`src/rtl/efc_pkg.sv`:
```
package efc_pkg;
    localparam int ARR_W  = 2;
    localparam int ROW_W  = 6;
    localparam int COL_W  = 5;
    localparam int DATA_W = 32;
    localparam int REG_AW = 4;
    localparam int BIT_W  = ARR_W + ROW_W + COL_W;
    localparam int SEL_W  = ARR_W + ROW_W;

    localparam logic [DATA_W-1:0] UNLOCK_KEY = 32'h0000_DF0D;
    localparam logic [DATA_W-1:0] IRQ_BITS   = 32'h8000_001F;

    localparam logic [REG_AW-1:0] A_LOCK = 4'd0;
    localparam logic [REG_AW-1:0] A_CFG  = 4'd1;
    localparam logic [REG_AW-1:0] A_PGM  = 4'd2;
    localparam logic [REG_AW-1:0] A_RDA  = 4'd3;
    localparam logic [REG_AW-1:0] A_RDD  = 4'd4;
    localparam logic [REG_AW-1:0] A_ISR  = 4'd5;
    localparam logic [REG_AW-1:0] A_IMR  = 4'd6;
    localparam logic [REG_AW-1:0] A_IER  = 4'd7;
    localparam logic [REG_AW-1:0] A_IDR  = 4'd8;

    localparam int CFG_PE     = 1;
    localparam int ST_PG_DONE = 0;
    localparam int ST_PG_ERR  = 1;
    localparam int ST_RD_DONE = 2;
    localparam int ST_RD_ERR  = 3;

    localparam int PUF_LK_ROW = 21;
    localparam int PUF_LK_COL = 30;
    localparam int AES_LK_ROW = 22;
    localparam int AES_LK_COL = 1;
    localparam int AES_ROW_LO = 24;
    localparam int AES_ROW_HI = 31;

    typedef enum logic [1:0] {PH_IDLE, PH_PG_A, PH_PG_B, PH_RD} phase_e;

    typedef struct packed {
        logic              lock;
        logic              pgm_en;
        logic [BIT_W-1:0]  pgm_addr;
        logic [SEL_W-1:0]  rd_addr;
        logic [DATA_W-1:0] rd_data;
        logic [DATA_W-1:0] isr;
        logic [DATA_W-1:0] imr;
        logic              pend_pg;
        logic              pend_rd;
        logic              puf_lk;
        phase_e            phase;
        logic              set_req;
        logic [BIT_W-1:0]  set_bit;
    } state_t;
endpackage

```
`src/rtl/efc_pgm_check.sv`:
```
module efc_pgm_check
    import efc_pkg::*;
(
    input  logic [BIT_W-1:0] addr_i,
    input  logic             lock_i,
    input  logic             pgm_en_i,
    input  logic             puf_lk_i,
    input  logic             aes_lk_i,
    output logic             ok_o,
    output logic [BIT_W-1:0] phys_o
);
    logic [ARR_W-1:0] arr;
    logic [ROW_W-1:0] row;
    logic [ARR_W-1:0] parr;
    logic             upper;
    logic             key_row;

    assign arr = addr_i[BIT_W-1 -: ARR_W];
    assign row = addr_i[COL_W +: ROW_W];

    always_comb begin
        upper   = (arr >= ARR_W'(2));
        parr    = upper ? (arr - 1'b1) : arr;
        phys_o  = {parr, row, addr_i[COL_W-1:0]};
        key_row = (arr == '0) && (row >= ROW_W'(AES_ROW_LO)) && (row <= ROW_W'(AES_ROW_HI));
        // ordered permission chain; the first failing stage decides
        if (arr == ARR_W'(1))         ok_o = 1'b0;
        else if (lock_i)              ok_o = 1'b0;
        else if (!pgm_en_i)           ok_o = 1'b0;
        else if (upper && puf_lk_i)   ok_o = 1'b0;
        else if (key_row && aes_lk_i) ok_o = 1'b0;
        else                          ok_o = 1'b1;
    end
endmodule

```
`src/rtl/efc_rd_filter.sv`:
```
module efc_rd_filter
    import efc_pkg::*;
(
    input  logic [SEL_W-1:0]  addr_i,
    input  logic [DATA_W-1:0] row_i,
    output logic [SEL_W-1:0]  sel_o,
    output logic [DATA_W-1:0] data_o,
    output logic              deny_o
);
    logic [ARR_W-1:0]  arr;
    logic [ROW_W-1:0]  row;
    logic [DATA_W-1:0] mask;

    assign arr = addr_i[SEL_W-1 -: ARR_W];
    assign row = addr_i[ROW_W-1:0];

    function automatic logic [DATA_W-1:0] base_mask(input logic [ROW_W-1:0] r);
        logic [DATA_W-1:0] m;
        m = '0;
        if (r == 6'd0)                                   m = 32'hF000_0000;
        else if (r inside {[6'd8:6'd15], 6'd20, 6'd22, 6'd23, [6'd40:6'd63]})
                                                         m = '1;
        else if (r == 6'd16)                             m = 32'h0001_FCFF;
        else if (r == 6'd17)                             m = 32'h0000_0007;
        else if (r == 6'd21)                             m = 32'hE0FF_FFFF;
        return m;
    endfunction

    always_comb begin
        if (arr == '0) begin
            sel_o = {arr, row};
            mask  = base_mask(row);
        end else if (arr >= ARR_W'(2)) begin
            sel_o = {arr - 1'b1, row};
            mask  = '1;
        end else begin
            sel_o = {arr, row};
            mask  = '0;
        end
        deny_o = (mask == '0);
        data_o = row_i & mask;
    end
endmodule

```
`src/rtl/efuse_ctrl.sv`:
```
module efuse_ctrl
    import efc_pkg::*;
(
    input  logic              clk_i,
    input  logic              rst_ni,
    input  logic              host_we_i,
    input  logic [REG_AW-1:0] host_addr_i,
    input  logic [DATA_W-1:0] host_wdata_i,
    output logic [DATA_W-1:0] host_rdata_o,
    output logic [SEL_W-1:0]  fuse_rd_sel_o,
    input  logic [DATA_W-1:0] fuse_rd_row_i,
    output logic              fuse_set_o,
    output logic [BIT_W-1:0]  fuse_set_bit_o,
    output logic              irq_o
);
    state_t s_d, s_q;

    logic              wr_ok;
    logic              pg_ok;
    logic [BIT_W-1:0]  pg_phys;
    logic [SEL_W-1:0]  rd_sel;
    logic [DATA_W-1:0] rd_val;
    logic              rd_deny;

    efc_pgm_check i_pgm_check (
        .addr_i   (s_q.pgm_addr),
        .lock_i   (s_q.lock),
        .pgm_en_i (s_q.pgm_en),
        .puf_lk_i (s_q.puf_lk),
        .aes_lk_i (fuse_rd_row_i[AES_LK_COL]),
        .ok_o     (pg_ok),
        .phys_o   (pg_phys)
    );

    efc_rd_filter i_rd_filter (
        .addr_i (s_q.rd_addr),
        .row_i  (fuse_rd_row_i),
        .sel_o  (rd_sel),
        .data_o (rd_val),
        .deny_o (rd_deny)
    );

    always_comb begin
        case (s_q.phase)
            PH_PG_A: fuse_rd_sel_o = {ARR_W'(0), ROW_W'(PUF_LK_ROW)};
            PH_PG_B: fuse_rd_sel_o = {ARR_W'(0), ROW_W'(AES_LK_ROW)};
            default: fuse_rd_sel_o = rd_sel;
        endcase
    end

    always_comb begin
        s_d         = s_q;
        s_d.set_req = 1'b0;
        wr_ok       = host_we_i && ((host_addr_i == A_LOCK) || !s_q.lock);
        if (wr_ok) begin
            case (host_addr_i)
                A_LOCK: s_d.lock = (host_wdata_i != UNLOCK_KEY);
                A_CFG:  s_d.pgm_en = host_wdata_i[CFG_PE];
                A_PGM: begin
                    s_d.pgm_addr = host_wdata_i[BIT_W-1:0];
                    s_d.pend_pg  = 1'b1;
                end
                A_RDA: begin
                    s_d.rd_addr = host_wdata_i[BIT_W-1:COL_W];
                    s_d.pend_rd = 1'b1;
                end
                A_ISR:  s_d.isr = s_q.isr & ~(host_wdata_i & IRQ_BITS);
                A_IER:  s_d.imr = s_q.imr | (host_wdata_i & IRQ_BITS);
                A_IDR:  s_d.imr = s_q.imr & ~(host_wdata_i & IRQ_BITS);
                default: ;
            endcase
        end
        // hardware status updates follow the host clear, so they win on a tie
        case (s_q.phase)
            PH_IDLE: begin
                if (s_d.pend_pg) begin
                    s_d.phase   = PH_PG_A;
                    s_d.pend_pg = 1'b0;
                end else if (s_d.pend_rd) begin
                    s_d.phase   = PH_RD;
                    s_d.pend_rd = 1'b0;
                end
            end
            PH_PG_A: begin
                s_d.puf_lk = fuse_rd_row_i[PUF_LK_COL];
                s_d.phase  = PH_PG_B;
            end
            PH_PG_B: begin
                s_d.isr[ST_PG_DONE] = 1'b1;
                s_d.isr[ST_PG_ERR]  = !pg_ok;
                s_d.set_req         = pg_ok;
                s_d.set_bit         = pg_phys;
                s_d.phase           = PH_IDLE;
            end
            default: begin
                s_d.rd_data         = rd_val;
                s_d.isr[ST_RD_DONE] = !rd_deny;
                s_d.isr[ST_RD_ERR]  = rd_deny;
                s_d.phase           = PH_IDLE;
            end
        endcase
    end

    always_ff @(posedge clk_i or negedge rst_ni) begin
        if (!rst_ni) begin
            s_q        <= '0;
            s_q.lock   <= 1'b1;
            s_q.imr    <= IRQ_BITS;
            s_q.phase  <= PH_IDLE;
        end else begin
            s_q <= s_d;
        end
    end

    always_comb begin
        case (host_addr_i)
            A_LOCK:  host_rdata_o = {{(DATA_W-1){1'b0}}, s_q.lock};
            A_CFG:   host_rdata_o = {{(DATA_W-2){1'b0}}, s_q.pgm_en, 1'b0};
            A_PGM:   host_rdata_o = {{(DATA_W-BIT_W){1'b0}}, s_q.pgm_addr};
            A_RDA:   host_rdata_o = {{(DATA_W-BIT_W){1'b0}}, s_q.rd_addr, {COL_W{1'b0}}};
            A_RDD:   host_rdata_o = s_q.rd_data;
            A_ISR:   host_rdata_o = s_q.isr;
            A_IMR:   host_rdata_o = s_q.imr;
            default: host_rdata_o = '0;
        endcase
    end

    assign fuse_set_o     = s_q.set_req;
    assign fuse_set_bit_o = s_q.set_bit;
    assign irq_o          = |(s_q.isr & s_q.imr);
endmodule

```
`config.mk`:
```
export PLATFORM = sky130hd
export DESIGN_NAME = efuse_ctrl
export DESIGN_NICKNAME = d
export VERILOG_FILES = /design/src/rtl/efc_pkg.sv /design/src/rtl/efc_pgm_check.sv /design/src/rtl/efc_rd_filter.sv /design/src/rtl/efuse_ctrl.sv
export SDC_FILE = /design/constraint.sdc
export NUM_CORES = 1
export LEC_CHECK = 0
export BUFFER_PORTS_ARGS = -buffer_cell sky130_fd_sc_hd__clkbuf_2
export CAP_MARGIN = 10
export CELL_PAD_IN_SITES_DETAIL_PLACEMENT = 0
export CELL_PAD_IN_SITES_GLOBAL_PLACEMENT = 1
export CORE_MARGIN = 3
export CORE_UTILIZATION = 37
export CTS_CLUSTER_DIAMETER = 100
export CTS_CLUSTER_SIZE = 12
export DETAILED_ROUTE_END_ITERATION = 10
export PLACE_DENSITY_LB_ADDON = 0.08
export SKIP_CTS_REPAIR_TIMING = 1
export SYNTH_ARGS = -nofsm -noshare
export SYNTH_HDL_FRONTEND = slang
export SYNTH_HIERARCHICAL = 1
export SYNTH_SLANG_ARGS = --single-unit
export TNS_END_PERCENT = 1
```
`constraint.sdc`:
```
create_clock -name clk_i -period 1.7 [get_ports clk_i]
set_input_delay 0.085 -clock clk_i [delete_from_list [all_inputs] [get_ports clk_i]]
set_output_delay 0.085 -clock clk_i [all_outputs]
set_load 0.005 [all_outputs]
```
==> metrics.cfg, run 1 <==
[synthesis]
syn_area_um2 = 4790
synth_edf_count = 0
synthCells = 428
synthTopCellsByArea = dfrtp_1 41%, mux2_2 15%, buf_4 4.7%
synth_top_area_share_pct = 41.3
async_reset_ff_share_pct = 100
ys.flop_type = dfrtp_1
ys_seq_area_share_pct = 45.1
postSynthAreaPerCell_um2 = 11.2
yosys_warnings = 6
synthDistinctLibCells = 51
synth_top_cell_by_area = dfrtp_1
synth-seq-cells = 86
synth_fp_nets = 511

[pwr]
p_leak_nw = 3.05
p_seq_share_pct = 38.8
p_int_mw = 5.84
combPwrFrac_pct = 38.3
power_frac_clock_pct = 22.9
peakVddDrop_v = 0.000541
power_density_nw_per_um2 = 1430
power_switching_mw = 2.72
swShare_pct = 31.8

[setup_path]
r2r-start = s_q[122]
critPathArrivalTime_ns = 1.61
cp-start-kind = flop
critPathLaunch = s_q[14]
crit_chain = inv_2 > ha_4 > mux2_2 > clkbuf_2
critPathRequiredTime_ns = 1.62
crit_family = flip-flops
worst-path-buf-inv = 2
cp_max_fo = 8
crit_path_max_incr_delay_ns = 0.40
cp_slowest_cell = dfrtp_1
critPathKind = flop to output port
critPathCaptureType = output port

[placed_design]
place_congestion = 0.830
dpl_cell_area_um2 = 5570
port-buffer-count = 125
dp_cells = 700
dp_hpwl_um = 9860

[floorplanning]
dieArea_um2 = 14300
die_x_um = 120
core_area_um2 = 12300
io_pins = 126
num_rows = 40
initial_core_util_pct = 38.9
fp.dieH_um = 120

[cells_and_area]
post-route-util_pct = 48.6
fin_nets = 634
diodes = 0
fillers = 1191
final_cell_mix = 124 x clkbuf_2, 77 x dfrtp_1, 61 x mux2_2
fin_cells = 724
stdcell_area_um2 = 5990
area.growth.synth_to_final_pct = 25.1
final_common_cell = clkbuf_2
layout-drive-gt1-share_pct = 48.6

[routing]
route.detailed.drc = 0
wl_per_cell_um = 17.9
route.vias.total = 3709
first_pass_iters = 6
via_per_inst = 5.12
ant_nets = 0
drt-total-wl_um = 12900
first_iter_violations = 230

[sta]
max_slew.worst_pin.slew_ns = 0.575
slew_violations = 0
rsz0062_at_grt = true
min_period_over_period_pct = 99.8
fmax_ghz = 0.589
setup_viol = 0
period_needed_ns = 1.70
hold_violations = 0
finClkSkew_ns = 0.00843
relSlewSlack_pct = 61.5

[flow_run]
max-cap-violations = 0

[worst_hold_path]
worstHoldStart = host_wdata_i[8]
hold_class = input pin to flop

[clock_tree]
clock_latency_ns = 0.34
clk_pin_slew_ns = 0.06
root_buffer = clkbuf_16
cts_tree = built
cts_buffer_depth = 2
cts-htree-levels = 3
cts_buffers = 9
cts_sinks = 86

[grt]
grt_overflow = 0
track_usage_pct = 18.3
grt_max_degree = 37
grt_pass1_wl_um = 20300
first_global_vias = 3722
antenna_found_initial = 0

[status]
status = complete, no violations

==> routing by layer <==
metal	GRT usage [%]	wire, um
met4	6.59	195
met5	0	0
met3	3.44	679
met2	29.8	6180
met1	24.3	5880
==> area by class of cell <==
type,instances,area [um^2],share of cell area (%)
timing repair buffer,162,961,16.0
inverter,18,67.6,1.13
clock buffer,14,254,4.24
sequential,86,2160,36.1
tap,168,210,3.51
multi-input combinational,274,2300,38.4
clock inverter,2,35.0,0.585
==> power by group through the flow <==
stage / clock (mW) / combinational (mW) / sequential (mW)
floorplan: 0 / 2.35 / 3.18
global placement: 0 / 3.11 / 3.33
detailed placement: 0 / 3.16 / 3.35
CTS: 2.01 / 3.17 / 3.32
global route: 2.11 / 3.60 / 3.43
finish: 1.96 / 3.28 / 3.32
==> flip-flops by register name, indices dropped and copies added, names as in the netlist, named ones only <==
| register | flops |
|---|---|
| s_q | 66 |
| fuse_set_bit_o | 13 |
| fuse_set_o | 1 |
==> cells in the mapped netlist, drive strengths merged, types with 3 or more instances <==
library cell / count
a21boi: 3
a21oi: 26
a222oi: 8
a22oi: 3
and2: 23
and3: 29
buf: 39
clkbuf: 11
dfrtp: 79
dfstp: 7
ha: 12
inv: 18
mux2: 73
mux2i: 8
nand2: 11
nand2b: 5
nand3: 3
nor2: 11
nor2b: 7
nor3: 7
nor4: 8
o21ai: 11
==> worst register-to-register path, delay by kind of cell (launching register included) <==
kind	cells	cell delay (ns)
multiplexers	1	0.26
AND/OR/NAND/NOR	2	0.63
flip-flops	1	0.42
adder cells (fa/ha/maj)	1	0.20
==> kinds of logic (layout without fill, tap and decap cells) <==
logic type	count (synthesis)	after routing	synth area share, %
AO/OA/AOI/OAI	64	64	8.83
adder cells (fa/ha/maj)	12	12	3.14
buffers and inverters	68	196	8.02
flip-flops	86	86	45.1
multiplexers	81	81	19.6
AND/OR/NAND/NOR	117	117	15.2
==> worst paths after layout <==
path,slack (ns),end,depth (start not counted)
worst max register to register,0.08,s_q[91],4
max in group asynchronous,0.87,s_q[101],3
worst min-delay path,0.02,s_q[131],2
worst min register to register,0.49,s_q[18],2
worst max-delay path,0.003,fuse_rd_sel_o[1],4
min in group asynchronous,0.26,s_q[87],2
==> per-stage QoR <==
| step | hold WS [ns] | setup WS, ns | setup TNS [ns] | total power [mW] |
|---|---|---|---|---|
| after floorplan | -0.211 | -0.0575 | -0.649 | 5.52 |
| after global placement | 0.0806 | -0.0244 | -0.217 | 6.44 |
| after detailed placement | 0.0804 | -0.0808 | -0.553 | 6.51 |
| after CTS | -0.284 | -0.189 | -1.35 | 8.50 |
| after global routing | 0.0246 | -0.0641 | -0.159 | 9.13 |
| final | 0.0235 | 0.00303 | 0 | 8.57 |
(Power assumes the default switching activity.)
==> inputs of run 2 (changes only) <==
CORE_MARGIN = unset   (was 3)
==> run 2 against run 1 <==
Against the previous run: count of clock-buffer cells in the layout decreased by 1; critical path depth is the same; clock skew is 0.0027 ns lower; combinational power about the same; total power rose by 3.3%; first-iteration DRC count grew 6.1%; sequential cell count did not move; register-to-register slack got worse by 0.02 ns; final cell count up 0.28%; critical path type unchanged; largest power group unchanged.
==> metrics.cfg, run 2 (same netlist as run 1, synthesis figures left out) <==
[setup_path]
critPathCaptureType = output port
crit_family = flip-flops
critPathArrivalTime_ns = 1.60
cp-start-kind = flop
crit_chain = inv_2 > ha_4 > mux2_2 > clkbuf_2
worst-path-buf-inv = 2
crit_path_max_incr_delay_ns = 0.39
cp_slowest_cell = dfrtp_1
critPathKind = flop to output port
reg2reg_depth = 5
r2r_slack_ns = 0.06
cp_max_fo = 8
critPathRequiredTime_ns = 1.62
regToRegEndpoint = s_q[84]
r2r-start = s_q[119]

[cells_and_area]
top_register = s_q
fillers = 1226
final_cell_mix = 124 x clkbuf_2, 76 x dfrtp_1, 62 x mux2_2
diodes = 0
largest_reg_flops = 66
stdcell_area_um2 = 6050
layout-drive-gt1-share_pct = 49.6
area.growth.synth_to_final_pct = 26.3
final_common_cell = clkbuf_2
fin_nets = 632

[placed_design]
dpl_cell_area_um2 = 5540
place_congestion = 0.786
dp_hpwl_um = 9440
port-buffer-count = 125

[floorplanning]
num_rows = 41
core_area_um2 = 12600
dieArea_um2 = 13400
initial_core_util_pct = 37.9
io_pins = 126
fp.dieH_um = 116
die_x_um = 116

[worst_hold_path]
hold_class = input pin to flop
holdPathEnd = s_q[129]
min_path_cells = 2
worstHoldStart = host_wdata_i[6]

[sta]
relSlewSlack_pct = 61.2
period_needed_ns = 1.68
setup_tns_ns = 0
whs_ns = 0.00888
min_period_over_period_pct = 98.9
fmax_ghz = 0.595
slew_violations = 0
hold_violations = 0
finClkSkew_ns = 0.00576
setup_viol = 0
rsz0062_at_grt = true
max_slew.worst_pin.slew_ns = 0.577

[routing]
first_iter_violations = 244
wl_met1_um = 5640
via_per_inst = 5.06
dr_wl_met3_um = 527
drt-total-wl_um = 12800
route.vias.total = 3671
wl_per_cell_um = 17.6
wl_met2_um = 6470
highest_layer = met4
route.detailed.drc = 0
ant_nets = 0
first_pass_iters = 6

[pwr]
p_seq_share_pct = 37.6
p_leak_nw = 3.07
peakVddDrop_v = 0.000668
combPwrFrac_pct = 37.5
swShare_pct = 31.3
power_switching_mw = 2.77
p_int_mw = 6.08
power_frac_clock_pct = 25.0
power_density_nw_per_um2 = 1460

[clock_tree]
root_buffer = clkbuf_16
cts_buffer_depth = 2
clk_pin_slew_ns = 0.06
clock_latency_ns = 0.35
cts_buffers = 9
cts_tree = built
cts_sinks = 86
cts-htree-levels = 3

[grt]
grt_pass1_wl_um = 20100
grt_overflow = 0
track_usage_pct = 20.4
grt_max_degree = 87
first_global_vias = 3845
antenna_found_initial = 0

[flow_run]
max-cap-violations = 0

[status]
status = complete, no violations

-- run 2: cell types whose count changed in the layout (fill, tap and decap cells not counted), moves of 2 or more --
cell      delta
buf_4        -2
a21oi_1      -2
clkbuf_8     +2
clkbuf_1     -3
inv_1        +2
nor3_4       +2
a21oi_2      +2
inv_2        -2
-- run 2: worst max-delay path by stage --
stage,cells after the start,endpoint,slack (ns),start
global placement,5,s_q[100],-0.03,s_q[121]
finish,4,fuse_rd_sel_o[1],0.02,s_q[14]
detailed placement,5,s_q[103],-0.08,s_q[117]
floorplan,7,s_q[100],-0.06,s_q[122]
global route,4,fuse_rd_sel_o[1],-0.06,s_q[14]
CTS,4,fuse_rd_sel_o[1],-0.18,s_q[14]
-- run 2: routing by layer --
metal,track usage [%],up-vias
li1,-,1746
met1,25.6,1828
met2,35.0,85
met3,4.92,12
met4,5.56,0
met5,0,-
-- run 2: cell type report --
class	instances	area (um^2)	area share, %
clock inverter	3	65.1	1.08
multi-input combinational	274	2330	38.5
clock buffer	13	270	4.47
tap	172	215	3.56
sequential	86	2160	35.8
timing repair buffer	160	937	15.5
inverter	18	67.6	1.12
-- run 2: through the flow --
| stage | util, % | std cells | total power [mW] | setup slack (ns) |
|---|---|---|---|---|
| 2_1_floorplan | - | 428 | 5.52 | -0.0575 |
| 3_5_place_dp | 43.9 | 702 | 6.51 | -0.0824 |
| 6_report | 47.9 | 726 | 8.84 | 0.0181 |
| 5_1_grt | 47.9 | 726 | 9.47 | -0.0554 |
| 3_3_place_gp | 43.9 | 702 | 6.43 | -0.0304 |
| 4_1_cts | 46.6 | 718 | 8.75 | -0.182 |
-- run 2: power by group through the flow --
stage	clock (mW)	sequential (mW)	combinational (mW)
floorplan	0	3.18	2.35
global placement	0	3.33	3.10
detailed placement	0	3.36	3.15
CTS	2.27	3.32	3.16
global route	2.38	3.43	3.67
finish	2.21	3.32	3.31
-- run 2: worst register-to-register path: stages (launching register included) --
cell and delay (ns):
dfrtp_2 0.45, mux2_1 0.34, a31oi_2 0.21, a21oi_2 0.11
and2_1 0.17, mux2_2 0.25
